[src/rtl/toggle_poll_ctrl.sv]
module toggle_poll_ctrl #(
  parameter int DW        = 8,
  parameter int TOG_BIT   = 6,
  parameter int TMO_BIT   = 5,
  parameter int MAX_READS = 256,
  parameter logic [7:0] RST_CMD = 8'hF0
) (
  input  logic          clk,
  input  logic          rst_n,
  input  logic          start,
  input  logic          yield,
  output logic          rd_req,
  input  logic          rd_ack,
  input  logic [DW-1:0] rd_data,
  output logic          wr_req,
  output logic [DW-1:0] wr_data,
  input  logic          wr_ack,
  output logic          done,
  output logic [1:0]    result
);

  localparam int CW = $clog2(MAX_READS + 3);
  localparam logic [1:0] RES_IDLE = 2'b00;
  localparam logic [1:0] RES_BUSY = 2'b01;
  localparam logic [1:0] RES_PASS = 2'b10;
  localparam logic [1:0] RES_FAIL = 2'b11;

  typedef enum logic [2:0] {
    S_IDLE, S_RD_A, S_RD_B, S_RX_A, S_RX_B, S_PARK, S_WR
  } st_t;

  st_t           st;
  logic          prev_bit;
  logic [CW-1:0] nreads;

  wire toggled  = rd_data[TOG_BIT] ^ prev_bit;
  wire tmo_high = rd_data[TMO_BIT];
  wire at_limit = (32'(nreads) + 32'd1) >= 32'(MAX_READS);

  assign rd_req  = (st == S_RD_A) || (st == S_RD_B) || (st == S_RX_A) || (st == S_RX_B);
  assign wr_req  = (st == S_WR);
  assign wr_data = DW'(RST_CMD);

  always_ff @(posedge clk or negedge rst_n) begin
    if (!rst_n) begin
      st       <= S_IDLE;
      prev_bit <= 1'b0;
      nreads   <= '0;
      done     <= 1'b0;
      result   <= RES_IDLE;
    end else begin
      done <= 1'b0;
      unique case (st)
        S_IDLE: if (start) begin
          st     <= S_RD_A;
          nreads <= '0;
          result <= RES_BUSY;
        end
        S_RD_A, S_RX_A: if (rd_ack) begin
          prev_bit <= rd_data[TOG_BIT];
          nreads   <= nreads + 1'b1;
          st       <= (st == S_RD_A) ? S_RD_B : S_RX_B;
        end
        S_RD_B: if (rd_ack) begin
          nreads <= nreads + 1'b1;
          if (!toggled) begin
            st     <= S_IDLE;
            done   <= 1'b1;
            result <= RES_PASS;
          end else if (tmo_high) begin
            st <= S_RX_A;
          end else if (at_limit) begin
            st <= S_WR;
          end else begin
            prev_bit <= rd_data[TOG_BIT];
            if (yield) st <= S_PARK;
          end
        end
        S_RX_B: if (rd_ack) begin
          nreads <= nreads + 1'b1;
          if (toggled) begin
            st <= S_WR;
          end else begin
            st     <= S_IDLE;
            done   <= 1'b1;
            result <= RES_PASS;
          end
        end
        S_PARK: if (!yield) st <= S_RD_A;
        S_WR: if (wr_ack) begin
          st     <= S_IDLE;
          done   <= 1'b1;
          result <= RES_FAIL;
        end
        default: st <= S_IDLE;
      endcase
    end
  end

  a_r3_rd_hold: assert property (@(posedge clk) disable iff (!rst_n)
    rd_req && !rd_ack |=> rd_req);
  a_r7_wr_hold: assert property (@(posedge clk) disable iff (!rst_n)
    wr_req && !wr_ack |=> wr_req);
  a_r10_done_one_cycle: assert property (@(posedge clk) disable iff (!rst_n)
    done |=> !done);
  a_r7_fail_after_wack: assert property (@(posedge clk) disable iff (!rst_n)
    done && result == RES_FAIL |-> $past(wr_ack));
  a_r4_pass_after_rack: assert property (@(posedge clk) disable iff (!rst_n)
    done && result == RES_PASS |-> $past(rd_ack));
  a_r2_no_done_busy: assert property (@(posedge clk) disable iff (!rst_n)
    result == RES_BUSY |-> !done);

endmodule

[config.mk]
export PLATFORM = sky130hd
export DESIGN_NAME = toggle_poll_ctrl
export DESIGN_NICKNAME = d
export VERILOG_FILES = /design/src/rtl/toggle_poll_ctrl.sv
export SDC_FILE = /design/constraint.sdc
export NUM_CORES = 1
export LEC_CHECK = 0
export ABC_AREA = 1
export BUFFER_PORTS_ARGS = -buffer_cell sky130_fd_sc_hd__buf_2
export CAP_MARGIN = 20
export CORE_AREA = 4 4 63 65
export DETAILED_ROUTE_END_ITERATION = 8
export DIE_AREA = 0 0 67 69
export PLACE_DENSITY = 0.65
export SYNTH_ARGS = -nofsm -noshare
export SYNTH_HDL_FRONTEND = slang
export SYNTH_SLANG_ARGS = --single-unit
[constraint.sdc]
create_clock -name clk -period 1.4 [get_ports clk]
set_input_delay 0.14 -clock clk [delete_from_list [all_inputs] [get_ports clk]]
set_output_delay 0.14 -clock clk [all_outputs]
set_load 0.03 [all_outputs]
* Word-level counts from Yosys, hierarchy flattened
Index checks and enable logic that the tools add are counted.
Word-level totals: output and inout port bits 13, word-level logic and storage cells 73, bits of input ports 14, register bits after elaboration 16
Operators by class: mux-type cells 31, bitwise gates (word level) 1, equality and inequality tests 19, add/sub/neg operators 2, $lt $le $gt $ge 1, reduce and logical (&&, ||, !) cells 14
Operators by type and width (number):
- 3-bit 2-to-1 mux | 12
- 9-bit 2-to-1 mux | 2
- 2-bit != test (second input constant) | 9
- 3-bit one-hot mux with 6 select lines | 1
- 9-bit one-hot mux with 2 select lines | 1
- 9-bit by 1-bit adder with 10-bit output (second input constant) | 1
- 10-bit by 9-bit >= comparator with 1-bit output (second input constant) | 1
- 9-bit by 1-bit adder with 9-bit output (second input constant) | 1
- 3-bit == test (second input constant) | 3
- 1-bit 2-to-1 mux | 8
- 2-bit 2-to-1 mux | 4
- 7-bit AND reduction | 1
- 3-bit by 2-bit == test with 1-bit output (second input constant) | 2
- 2-bit by 1-bit != test with 1-bit output (second input constant) | 3
- 2-bit one-hot mux with 3 select lines | 1
- 6-bit AND reduction | 1
- 5-bit != test (second input constant) | 1
- 5-bit AND reduction | 1
- 1-bit one-hot mux with 2 select lines | 2
- 2-bit nonzero test | 2
- 2-bit OR reduction | 2
- 4-bit OR reduction | 1
- 3-bit by 1-bit == test with 1-bit output (second input constant) | 1
- 3-bit zero test | 1
- other kinds (4) | 6

* Depth between registers and ports, before layout
Gate-level depths: netlist (run 1).
depth in word-level cells 7, gate-level depth with buffers 12, depth with buffers taken out 11

* Least setup slack after synthesis (run 1)
Ideal clock, no wire load.
path type register -> register, start register st[0], end register nreads[3], setup slack -67 ps, library setup time 124 ps, data arrival time 1344 ps, cell stages (with the launch flop) 10, path buffers 1, period minus slack after synthesis 1467 ps, required time 1276 ps, path through dfrtp_1 buf_6 nor2_2 nand2_2 nand2_2 nand2_4 nand2_8 inv_2 nor3_2 nor3_2
On the way: longest elaborated chain between the ends 4, elaborated cells on any way between the ends 11, those cells by class 6 x eq/ne; 1 x mux; 4 x reduce/logical
Ends and longest elaborated chain:
- start, declared | RTL line 32 | st_t st;
- start signal, assigned | RTL line 62 | st <= (st == S_RD_A) ? S_RD_B : S_RX_B;
- 3-bit by 2-bit == test with 1-bit output, or another cell as far along | RTL line 53 | unique case (st)
- 4-bit OR reduction (no source line)
- 2-bit by 1-bit != test with 1-bit output (no source line) / 2-bit nonzero test (equally long branches)
- 3-bit AND reduction (no source line)
- end signal, assigned | RTL line 61 | nreads <= nreads + 1'b1;
- end signal, assigned | RTL line 65 | nreads <= nreads + 1'b1;
- end signal, assigned | RTL line 80 | nreads <= nreads + 1'b1;
- end, declared | RTL line 34 | logic [CW-1:0] nreads;
Several ways; a longest one is shown, not always the timed one. A chain may end at the register's enable or synchronous reset.

* Worst setup path after layout (run 1)
start register st[1], end output port rd_req
On the way: longest elaborated chain between the ends 4, elaborated cells on any way between the ends 7, those cells by class 4 x eq/ne; 3 x reduce/logical
Ends and longest elaborated chain:
- 3-bit by 1-bit == test with 1-bit output / 3-bit by 2-bit == test with 1-bit output (equally long branches) | RTL line 40 | assign rd_req = (st == S_RD_A) || (st == S_RD_B) || (st == S_RX_A) || (st == S_RX_B);
- 1-bit logical OR (2 in series) | RTL line 40
- 1-bit logical OR * | RTL line 40
- end, declared | RTL line 12 | output logic rd_req,
Every way passes the cells marked *; elsewhere a longest branch is shown, timed or not.

==> results of run 1 <==
## registers in the layout, indices dropped and copies added (netlist names)
signal    flops
done          1
nreads        9
prev_bit      1
result        2
st            3
## cell families after synthesis
| logic type | after synthesis | share of synthesized area [%] |
|---|---|---|
| DFF | 16 | 34.1 |
| AOI/OAI and AO/OA | 18 | 8.53 |
| and+or+nand+nor | 101 | 41.6 |
| buffers and inverters | 34 | 14.1 |
| adders and majority gates | 1 | 1.07 |
| other | 2 | 0.640 |
## cell usage after synthesis
cell type	n
a21oi_1	7
a21oi_2	1
a31oi_1	1
buf_4	8
buf_6	1
conb_1	2
dfrtp_1	16
ha_1	1
inv_1	19
inv_2	6
nand2_1	49
nand2_2	5
nand2_4	1
nand2_8	1
nand3_1	15
nand3b_1	1
nand4_1	3
nand4_2	1
nor2_1	14
nor2_2	6
nor3_1	1
nor3_2	2
o21ai_0	5
o21ai_1	2
o21ai_2	1
o22ai_1	1
or2_1	1
or2_2	1
## area by class of cell
type / count / area [sq um]
clock buffers: 4 / 36.3
fillers: 339 / 1680
inverters: 25 / 104
multi-input cells: 129 / 766
flip-flops and latches: 16 / 404
well taps: 46 / 57.6
repair buffers: 38 / 285
## metrics by stage
step           setup TNS (ns)  util [%]  instance area (sq um)  setup WS, ns  hold WS (ns)
2_1_floorplan               0         -                   1210       0.00465        -0.156
3_3_place_gp                0      41.4                   1380        0.0102        0.0861
3_5_place_dp          -0.0118      41.4                   1380      -0.00698        0.0803
4_1_cts               -0.0122      45.4                   1510      -0.00834         0.106
5_1_grt                 -1.09      49.5                   1650        -0.171         0.108
6_report               -0.140      49.5                   1650       -0.0357         0.106
## power breakdown
group / internal [mW] / switching (mW)
combinational: 0.712 / 1.07
clock: 0.158 / 0.163
sequential: 0.598 / 0.127
## how the worst min path moves through the flow
| stage | end | slack [ns] | startpoint | cells past startpoint |
|---|---|---|---|---|
| final | prev_bit$_DFFE_PN0P_ | 0.11 | rd_data[6] | 3 |
| after global routing | prev_bit$_DFFE_PN0P_ | 0.11 | rd_data[6] | 3 |
| after CTS | prev_bit$_DFFE_PN0P_ | 0.11 | rd_data[6] | 3 |
| after detailed placement | nreads[2]$_DFFE_PN0P_ | 0.08 | rst_n | 1 |
| after global placement | nreads[2]$_DFFE_PN0P_ | 0.09 | rst_n | 1 |
| after floorplan | done$_DFF_PN0_ | -0.16 | rst_n | 0 |
## worst max-delay path: stages, from the launching register on
cell     delay, ns
dfrtp_2       0.46
buf_6         0.14
o21ai_4       0.15
nand2_4       0.11
buf_6         0.15
## repair_timing
item,CTS,global route
gates cloned,0,1
setup buffers,5,5
setup endpoints to repair,6,16
hold buffers,1,0
hold endpoints to repair,16,0
resized for setup,16,25
pin swaps,7,7
## per-layer routing
layer,GRT usage [%],up-vias,share of wire [%]
met5,0,-,0
met4,4.50,0,1.6
met3,3.41,4,3.2
met2,20.1,18,52
met1,14.8,527,43
li1,-,608,-
==> impl_metrics.ini, run 1 <==
[drt]
vias = 1157
dr.pass1.iters = 4
wl_per_cell_um = 11.1
post_drt_via_cell_ratio = 4.48
totalWireLength_um = 2850
ant_nets = 0
drc_errors = 0
drt_iter0_drc = 66

[timing]
finalSetupViolations = 5
rsz0062_at_grt = yes
fin_crit_sh_pct = 103
finalCriticalPeriod_ns = 1.44
finalMaxSlewViolations = 0
fin_ws_ns = -0.0357
max_freq_mhz = 697
hold_violations = 0
clock_skew_ns = 0.00294

[finish]
area_growth_pct = 40.8
nets = 228
stdcell_count = 258
mostFrequentLayoutCell = nand2_1
mostFrequentLayoutCells = 39 x nand2_1, 21 x buf_4, 19 x inv_1
antennaDiodeCount = 0
drive_gt1_share_pct = 42.5

[clocking]
clock_latency_ns = 0.29
root_buffer = clkbuf_4
clockBufferDepth = 2
clkSlewWorstSetupHoldPaths_ns = 0.10
numCtsBuffers = 3
cts_sinks = 16
cts_tree = yes
cts_max_level = 1

[synth]
synth_seq_cells = 16
synth_area_sq_mm = 0.00117
yosysSeqAreaShare_pct = 34.1
postSynthCellCount = 172
synth_top_area_share_pct = 34.1
synth_cell_type_count = 28
avgSynthCellArea_sq_um = 6.82
ys_warn_count = 0
yosys.area.top_type = dfrtp_1
synthTopCellsByArea = dfrtp_1 34%, nand2_1 16%, nand3_1 6.4%

[die]
io_pins = 27
initial_core_util_pct = 35.2
dieArea_sq_mm = 0.00462
core_sq_mm = 0.00334
die_w_um = 67
fp.dieH_um = 69
rows = 21

[worst_setup_path]
critPathArrivalTime_ns = 1.30
cp_max_fo = 6
reg2reg_from = st[0]$_DFFE_PN0P_
required_ns = 1.26
crit_path_start_kind = flip-flop
crit_path_start = st[1]$_DFFE_PN0P_
r2r_end = st[0]$_DFFE_PN0P_
r2r_cells = 9
reg2reg_slack_ns = -0.04
crit_end = rd_req
path_class = reg -> out
end_kind = output port

[grt]
grt_pass1_wl_um = 4440
grt_overflow = 0
grtUsageTotal_pct = 12.2
grt_max_degree = 17
antenna_found_initial = 0
grt_pass1_vias = 1015

[place]
io_buffer_count = 12
place_hpwl_um = 1960
globalplace.congestion = 0.830
placed_cells = 243

[power]
vdd_drop_max_v = 0.00112
power_mw = 2.82
p_leak_nw = 0.854
cellPowerDensity_mw_per_mm2 = 1710

[flow_run]
maxCapViolCount = 0

[run_status]
violations = setup timing
status = complete, but fails checks

[worst_hold_path]
hold_path_class = in -> reg
Power figures use the tool's default switching activity.
==> run 2, diff against run 1 <==
Settings changed: CORE_AREA 4 4 63 65 to 5 5 64 66, DIE_AREA 0 0 67 69 to 0 0 69 71.
==> impl_metrics.ini, run 2 (synthesized netlist as in run 1, its figures left out) <==
[timing]
fin_crit_sh_pct = 101
fin_ws_ns = -0.0149
setup_tns_ns = -0.0354
finalMaxSlewViolations = 0
max_freq_mhz = 707
finalCriticalPeriod_ns = 1.41
clock_skew_ns = 0.00809
rsz0062_at_grt = yes
hold_violations = 0
finalSetupViolations = 5

[place]
io_buffer_count = 12
place_hpwl_um = 2050
dp_slack_ns = -0.00452
post_dp_cell_area_sq_mm = 0.00138
globalplace.congestion = 0.837
placed_cells = 245

[grt]
grt_pass1_wl_um = 4710
grt_pass1_vias = 1132
grt_overflow = 0
grt_max_degree = 17
grtUsageTotal_pct = 11.7
antenna_found_initial = 0

[finish]
seq_area_sq_um = 403
drive_gt1_share_pct = 39.2
fin_util_pct = 45.8
design_area_sq_mm = 0.00161
n_fill_cell = 397
largest_reg_flops = 9
area_growth_pct = 37.5
antennaDiodeCount = 0
stdcell_count = 260
mostFrequentLayoutCells = 43 x nand2_1, 23 x buf_4, 19 x inv_1
reg.largest.list = nreads x9, st x3, result x2
multi_input_area_sq_um = 724
largest_register = nreads
mostFrequentLayoutCell = nand2_1
nets = 228

[worst_setup_path]
crit_slowest_cell = dfrtp_1
end_kind = flip-flop
crit_end = nreads[2]$_DFFE_PN0P_
r2r_cells = 8
cp_max_fo = 7
crit_path_start = st[2]$_DFFE_PN0P_
path_class = reg -> reg
required_ns = 1.60
critPathMostFrequentCell = nand2_8
crit_path_start_kind = flip-flop
reg2reg_slack_ns = -0.01
slowest_delay_ns = 0.49
reg2reg_from = st[2]$_DFFE_PN0P_
critPathArrivalTime_ns = 1.62
r2r_end = nreads[2]$_DFFE_PN0P_
path_cells = inv_2 -> o21ai_4 -> nand2_8 -> nand2_4 -> nand2_8 -> buf_6 -> a21oi_1 -> nor2_1

[die]
fp.dieH_um = 71
core_sq_mm = 0.00352
io_pins = 27
initial_core_util_pct = 33.3
die_w_um = 69
dieArea_sq_mm = 0.00490
rows = 22

[drt]
drc_errors = 0
wl_per_cell_um = 10.7
dr.pass1.iters = 4
totalWireLength_um = 2780
drt_iter0_drc = 42
post_drt_via_cell_ratio = 4.53
vias = 1177
ant_nets = 0

[flow_run]
maxCapViolCount = 0

[worst_hold_path]
hold_path_class = in -> reg
hp-start = rd_data[6]

[clocking]
root_buffer = clkbuf_4
clock_latency_ns = 0.30
cts_tree = yes
cts_sinks = 16
clkSlewWorstSetupHoldPaths_ns = 0.11
cts_max_level = 1
numCtsBuffers = 3
clockBufferDepth = 2

[run_status]
status = complete, but fails checks
violations = setup timing

[power]
vdd_drop_max_v = 0.00104
cellPowerDensity_mw_per_mm2 = 1740
p_leak_nw = 0.853
run 2: changes by cell type in the layout (fill, tap and decap cells not counted), sizes merged:
cell,delta
nand2,-1
buf,+1
run 2: worst max-delay path: cells and delay by family (launching register included):
family,cells,cell delay (ns)
flops,1,0.49
compound gates,2,0.22
simple gates,4,0.36
buf+inv,2,0.25
run 2: how the worst min path moves through the flow:
stage | to | cells past startpoint
after floorplan | done$_DFF_PN0_ | 0
after global placement | nreads[2]$_DFFE_PN0P_ | 1
after detailed placement | nreads[2]$_DFFE_PN0P_ | 1
after CTS | prev_bit$_DFFE_PN0P_ | 3
after global routing | prev_bit$_DFFE_PN0P_ | 3
final | prev_bit$_DFFE_PN0P_ | 3
run 2: metal layers:
layer / up-vias / global-route usage, % / routed length, um
met2: 16 / 21.6 / 1470
li1: 601 / - / -
met3: 6 / 3.55 / 82
met4: 0 / 1.95 / 70
met5: - / 0 / 0
met1: 554 / 13.3 / 1160
run 2: layout make-up:
class                           instances  share of cell area, %
Timing Repair Buffer                   39                   17.9
Inverter                               25                   6.28
Clock buffer                            4                   2.25
Sequential cell                        16                   25.0
Multi-Input combinational cell        128                   44.9
Tap cell                               48                   3.72
run 2: repair_timing:
item | CTS | global route
hold endpoints to repair | 16 | 0
resized for setup | 19 | 17
endpoints found under the setup margin | 5 | 17
hold buffers | 1 | 0
setup buffers | 7 | 4
gates cloned | 0 | 0
pin swaps | 8 | 12
run 2: stage by stage:
step / total power [mW] / hold WS, ns
after global routing: 3.05 / 0.120
after detailed placement: 2.06 / 0.0881
after floorplan: 1.71 / -0.156
after global placement: 2.05 / 0.0870
final: 2.81 / 0.0981
after CTS: 2.65 / 0.0950
run 2: power by group:
group	internal, mW	switching, mW	leakage, nW
sequential	0.597	0.127	0.207
clock	0.159	0.169	0.0210
combinational	0.734	1.03	0.625
